`src/rtl/ploop_pkg.sv`:
```
package ploop_pkg;
  localparam int unsigned LANES_DEF = 16;
  localparam int unsigned PW_DEF    = 16;
  localparam int unsigned KSH_DEF   = 4;

  // One eighth of the circle in a pw-bit phase word.
  function automatic int unsigned eighth_turn(input int unsigned pw);
    return 32'd1 << (pw - 3);
  endfunction

  // Centring offset applied after summing lanes 0..m.
  function automatic int unsigned lane_offset(input int unsigned m, input int unsigned pw);
    return (m + 1) * eighth_turn(pw);
  endfunction
endpackage

```
`src/rtl/ploop_lane_err.sv`:
```
module ploop_lane_err #(
  parameter int unsigned PW = ploop_pkg::PW_DEF
) (
  input  logic [PW-1:0] phase_i,
  input  logic [PW-1:0] ref_i,
  output logic [PW-3:0] dist_o
);
  localparam int unsigned DW = PW - 2;

  // Distance to the reference folded into one quadrant.
  always_comb dist_o = DW'(phase_i - ref_i);
endmodule

```
`src/rtl/ploop_prefix.sv`:
```
module ploop_prefix #(
  parameter int unsigned LANES = ploop_pkg::LANES_DEF,
  parameter int unsigned PW    = ploop_pkg::PW_DEF,
  parameter int unsigned KSH   = ploop_pkg::KSH_DEF
) (
  input  logic [LANES*(PW-2)-1:0] dist_i,
  input  logic [PW-1:0]           ref_i,
  output logic [LANES*PW-1:0]     nco_o
);
  localparam int unsigned DW = PW - 2;
  localparam int unsigned SW = DW + $clog2(LANES) + 2;

  for (genvar m = 0; m < LANES; m++) begin : g_sum
    localparam logic signed [SW-1:0] OFS = SW'(ploop_pkg::lane_offset(m, PW));
    logic [SW-1:0]        acc;
    logic signed [SW-1:0] cen;

    // Multi-operand sum of lanes 0..m, left to the tool to build as a tree.
    always_comb begin
      acc = '0;
      for (int k = 0; k <= m; k++) acc = acc + SW'(dist_i[k*DW +: DW]);
    end

    always_comb begin
      cen = $signed(acc) - OFS;
      nco_o[m*PW +: PW] = ref_i + PW'(cen >>> KSH);
    end
  end
endmodule

```
`src/rtl/ploop_par1.sv`:
```
module ploop_par1 #(
  parameter int unsigned LANES = ploop_pkg::LANES_DEF,
  parameter int unsigned PW    = ploop_pkg::PW_DEF,
  parameter int unsigned KSH   = ploop_pkg::KSH_DEF
) (
  input  logic                clk,
  input  logic                rst_n,
  input  logic                in_vld,
  input  logic [LANES*PW-1:0] in_phase,
  output logic                out_vld,
  output logic [LANES*PW-1:0] nco_phase,
  output logic [LANES*PW-1:0] rot_phase
);
  localparam int unsigned DW   = PW - 2;
  localparam int unsigned LAST = LANES - 1;
  localparam logic signed [PW-1:0] STEP_LIM =
    PW'((ploop_pkg::eighth_turn(PW) >> KSH) + 1);

  logic [PW-1:0]         ref_q;
  logic [LANES*DW-1:0]   dist_w;
  logic [LANES*PW-1:0]   nco_w;
  logic [LANES*PW-1:0]   rot_w;
  logic [PW-1:0]         next_ref_w;
  logic                  blk_accept_w;

  for (genvar m = 0; m < LANES; m++) begin : g_lane
    ploop_lane_err #(.PW(PW)) u_err (
      .phase_i (in_phase[m*PW +: PW]),
      .ref_i   (ref_q),
      .dist_o  (dist_w[m*DW +: DW])
    );
  end

  ploop_prefix #(.LANES(LANES), .PW(PW), .KSH(KSH)) u_prefix (
    .dist_i (dist_w),
    .ref_i  (ref_q),
    .nco_o  (nco_w)
  );

  for (genvar m = 0; m < LANES; m++) begin : g_rot
    if (m == 0) begin : g_first
      always_comb rot_w[PW-1:0] = in_phase[PW-1:0] - ref_q;
    end else begin : g_rest
      always_comb rot_w[m*PW +: PW] = in_phase[m*PW +: PW] - nco_w[(m-1)*PW +: PW];
    end
  end

  assign next_ref_w   = nco_w[LAST*PW +: PW];
  assign blk_accept_w = in_vld;

  always_ff @(posedge clk) begin
    if (!rst_n) begin
      out_vld   <= 1'b0;
      ref_q     <= '0;
      nco_phase <= '0;
      rot_phase <= '0;
    end else begin
      out_vld <= blk_accept_w;
      if (blk_accept_w) begin
        ref_q     <= next_ref_w;
        nco_phase <= nco_w;
        rot_phase <= rot_w;
      end
    end
  end

  assert_latency_R2: assert property (@(posedge clk) disable iff (!rst_n)
    in_vld |=> out_vld);
  assert_idle_latency_R2: assert property (@(posedge clk) disable iff (!rst_n)
    !in_vld |=> !out_vld);
  assert_hold_R5_R7: assert property (@(posedge clk) disable iff (!rst_n)
    !in_vld |=> ($stable(ref_q) && $stable(nco_phase) && $stable(rot_phase)));
  assert_ref_tracks_R5: assert property (@(posedge clk) disable iff (!rst_n)
    ref_q == nco_phase[LAST*PW +: PW]);
  assert_rot_lane0_R6: assert property (@(posedge clk) disable iff (!rst_n)
    out_vld |-> (PW'(rot_phase[PW-1:0] + $past(ref_q)) == $past(in_phase[PW-1:0])));

  for (genvar m = 1; m < LANES; m++) begin : g_chk
    logic signed [PW-1:0] step_w;
    assign step_w = nco_phase[m*PW +: PW] - nco_phase[(m-1)*PW +: PW];
    assert_step_R8: assert property (@(posedge clk) disable iff (!rst_n)
      out_vld |-> (step_w <= STEP_LIM && step_w >= -STEP_LIM));
    assert_rot_R6: assert property (@(posedge clk) disable iff (!rst_n)
      out_vld |-> (PW'(rot_phase[m*PW +: PW] + nco_phase[(m-1)*PW +: PW])
                   == $past(in_phase[m*PW +: PW])));
  end
endmodule

```
`config.mk`:
```
export PLATFORM = sky130hd
export DESIGN_NAME = ploop_par1
export DESIGN_NICKNAME = d
export VERILOG_FILES = /design/src/rtl/ploop_pkg.sv /design/src/rtl/ploop_lane_err.sv /design/src/rtl/ploop_prefix.sv /design/src/rtl/ploop_par1.sv
export SDC_FILE = /design/constraint.sdc
export NUM_CORES = 2
export LEC_CHECK = 0
export ABC_AREA = 0
export BUFFER_PORTS_ARGS = -buffer_cell sky130_fd_sc_hd__buf_2
export CAP_MARGIN = 20
export CORE_AREA = 8 8 325 327
export DETAILED_ROUTE_END_ITERATION = 8
export DIE_AREA = 0 0 333 335
export PLACE_DENSITY = 0.81
export SYNTH_ARGS = -nofsm -noshare
export SYNTH_HDL_FRONTEND = slang
export SYNTH_SLANG_ARGS = --single-unit
```
`constraint.sdc`:
```
create_clock -name clk -period 19.75 [get_ports clk]
set_input_delay 3.95 -clock clk [delete_from_list [all_inputs] [get_ports clk]]
set_output_delay 3.95 -clock clk [all_outputs]
set_load 0.1 [all_outputs]
```
==> impl_metrics.ini <==
[detailed_routing]
drt_wl_total_mm = 205
vias = 52600
wl_per_cell_um = 22.5
drt_iter0_drc = 3882
via_per_inst = 5.80
postRouteAntennaNets = 0
dr.pass1.iters = 6
drcViolationCount = 0

[sta]
setup_viol = 0
fin_crit_ns = 19.04
fin_crit_sh_pct = 96.4
timing.fmax_ghz = 0.0525
slew_viol_final = 0
hold_viol_final = 0
skew_ns = 0.0279
worst_pin_slew_ns = 1.17
tns_ns = 0
relSlewSlack_pct = 22.0

[grt]
antenna_found_initial = 35
grt_pass1_vias = 51800
grt_use_met2_pct = 55.5
grt.met3_usage_pct = 6.97
grt.busiest_layer = met2
grt_overflow_total = 0
grt_use_met1_pct = 44.3
grt_pass1_wl_mm = 305
grt_max_degree = 204
grt_use_total_pct = 34.8

[worst_setup_path]
worstPathRequired_ns = 20.30
path_class = primary input to flip-flop
end_kind = flip-flop
critPathSlowestCell = a221o_1
worst-path-buf-inv = 11
path_delay_family = adder cells
start_kind = primary input
cpMostUsedCell = ha_1
crit_path_max_incr_delay_ns = 0.40
crit_arrival_ns = 19.59
crit_fanout = 5

[clocking]
clkTransAtPathRegs_ns = 0.07
insertion_delay_ns = 0.68
cts_made_buffers = 58
cts_tree = yes
clk_path_buf_depth = 3
cts_htree_levels = 2
root_buffer = clkbuf_16
cts_sinks = 513

[die]
core_um2 = 101000
start_util_pct = 53.5
die_area_um2 = 112000
die_w_um = 333
rows = 117
num_io_pins = 772
die_y_um = 335

[logic_synthesis]
syn-num-nets = 7771
synth_area_um2 = 53900
ys_types = 102
syn_inst = 6549
postSynthAreaPerCell_um2 = 8.23
ys_seq_elements = 513
ys_seq_area_share_pct = 19.1
synth_edf_count = 0
synthFlopType = dfxtp_1
async_reset_ff_share_pct = 0
synth_warnings = 0

[layout]
nNetsFinal = 8909
final_layout_size_suffix_gt1_share_pct = 19.6
fill_cells = 8493
final_area_um2 = 65000
layout_common_cells = 893 x ha_1, 769 x buf_2, 714 x a21oi_1
multi_input_area_um2 = 41300
regArea_um2 = 10300
fin_util_pct = 64.5
final_common_cell = ha_1
areaGrowthSynthToFinish_pct = 20.6

[placement]
postPlaceCellArea_um2 = 62300
io_buffers = 771
dp_hpwl_mm = 161
gp_congestion = 0.981

[worst_hold_path]
hold_path.class = flip-flop to flip-flop

[status]
status = finished clean

[run]
cap_violations = 0
==> metrics by stage <==
stage               hold WS [ns]  cells  setup WS, ns
finish                     0.468   9075         0.709
CTS                        0.465   9035         0.229
global route               0.480   9069        -0.147
global placement           0.447   8925       -0.0715
detailed placement         0.456   8926        -0.373
floorplan                  0.905   6549         0.919
==> final cells by class <==
| type | instances | area share, % |
|---|---|---|
| antenna | 30 | 0.116 |
| clock buffer | 80 | 2.60 |
| clock inverter | 29 | 0.453 |
| inverter | 570 | 3.32 |
| multi-input combinational | 5301 | 63.7 |
| sequential | 513 | 15.8 |
| tap | 1309 | 2.52 |
| timing repair buffer | 1243 | 11.5 |
==> final timing paths <==
kind / startpoint / endpoint / slack, ns / depth (start not counted)
worst max-delay path: in_phase[0] / rot_phase[255] / 0.71 / 75
worst min-delay path: rot_phase[87] / rot_phase[87] / 0.47 / 2
worst max register to register: nco_phase[244] / rot_phase[255] / 3.28 / 69
worst min register to register: rot_phase[87] / rot_phase[87] / 0.47 / 2
==> tightest hold or removal path, stage by stage, from the launching register on <==
cell and delay, ns:
dfxtp_1 0.31, nand2_1 0.06, a21oi_1 0.05
==> synth_stat cells (all sizes together) (7+ instances only) <==
| library cell | number | area (µm²) |
|---|---|---|
| a21boi | 35 | 263 |
| fa | 61 | 1220 |
| o211ai | 11 | 82.6 |
| a21oi | 733 | 3670 |
| nand2 | 180 | 678 |
| nor2 | 707 | 2650 |
| a31oi | 7 | 43.8 |
| or2 | 10 | 62.6 |
| nand2b | 32 | 200 |
| o22ai | 7 | 43.8 |
| a211o | 7 | 61.3 |
| a21o | 131 | 983 |
| and3 | 13 | 81.3 |
| o21ai | 244 | 1240 |
| nor3b | 37 | 294 |
| o21bai | 358 | 2690 |
| or3 | 12 | 75.1 |
| inv | 569 | 2140 |
| nor2b | 224 | 1400 |
| o21a | 232 | 1740 |
| and2 | 13 | 83.8 |
| clkbuf | 134 | 503 |
| o31ai | 7 | 52.6 |
| mux2i | 174 | 1790 |
| o31a | 36 | 315 |
| a211oi | 85 | 643 |
| nor3 | 39 | 200 |
| xnor3 | 8 | 183 |
| dfxtp | 513 | 10300 |
| buf | 31 | 128 |
| xor2 | 221 | 2020 |
| nand3b | 17 | 128 |
| xnor2 | 648 | 5790 |
| ha | 902 | 11300 |
| nand3 | 44 | 225 |
==> registers in the layout, indices dropped and copies added, names as in the netlist <==
register   cells
nco_phase    256
rot_phase    256
out_vld        1
==> routing by layer <==
layer | vias up | part of all wire [%]
met4 | 2 | 6.0
met1 | 24900 | 41
met5 | - | 0.0064
met3 | 561 | 8.6
li1 | 25000 | -
met2 | 2142 | 44
==> logic make-up (layout without fill, tap and decap cells) <==
group                      count (synthesis)  count (layout)  share of synthesized area (%)
muxes                                    175             175                           3.34
buffers and inverters                    735            1922                           5.15
other                                      0              30                              0
adders and majority gates                964             964                           23.2
xor gates and xnor gates                 877             877                           14.8
AOI/OAI and AO/OA                       1938            1938                           22.8
DFF                                      513             513                           19.1
and+or+nand+nor                         1347            1347                           11.6
==> what timing repair did <==
action                     CTS  global route
resized for setup            0            95
hold buffers                 0             0
setup endpoints to repair    0            24
buffers inserted             0            10
Power is not shown: default switching activity piles up to over one toggle a cycle in this logic, so the estimate is an artifact.
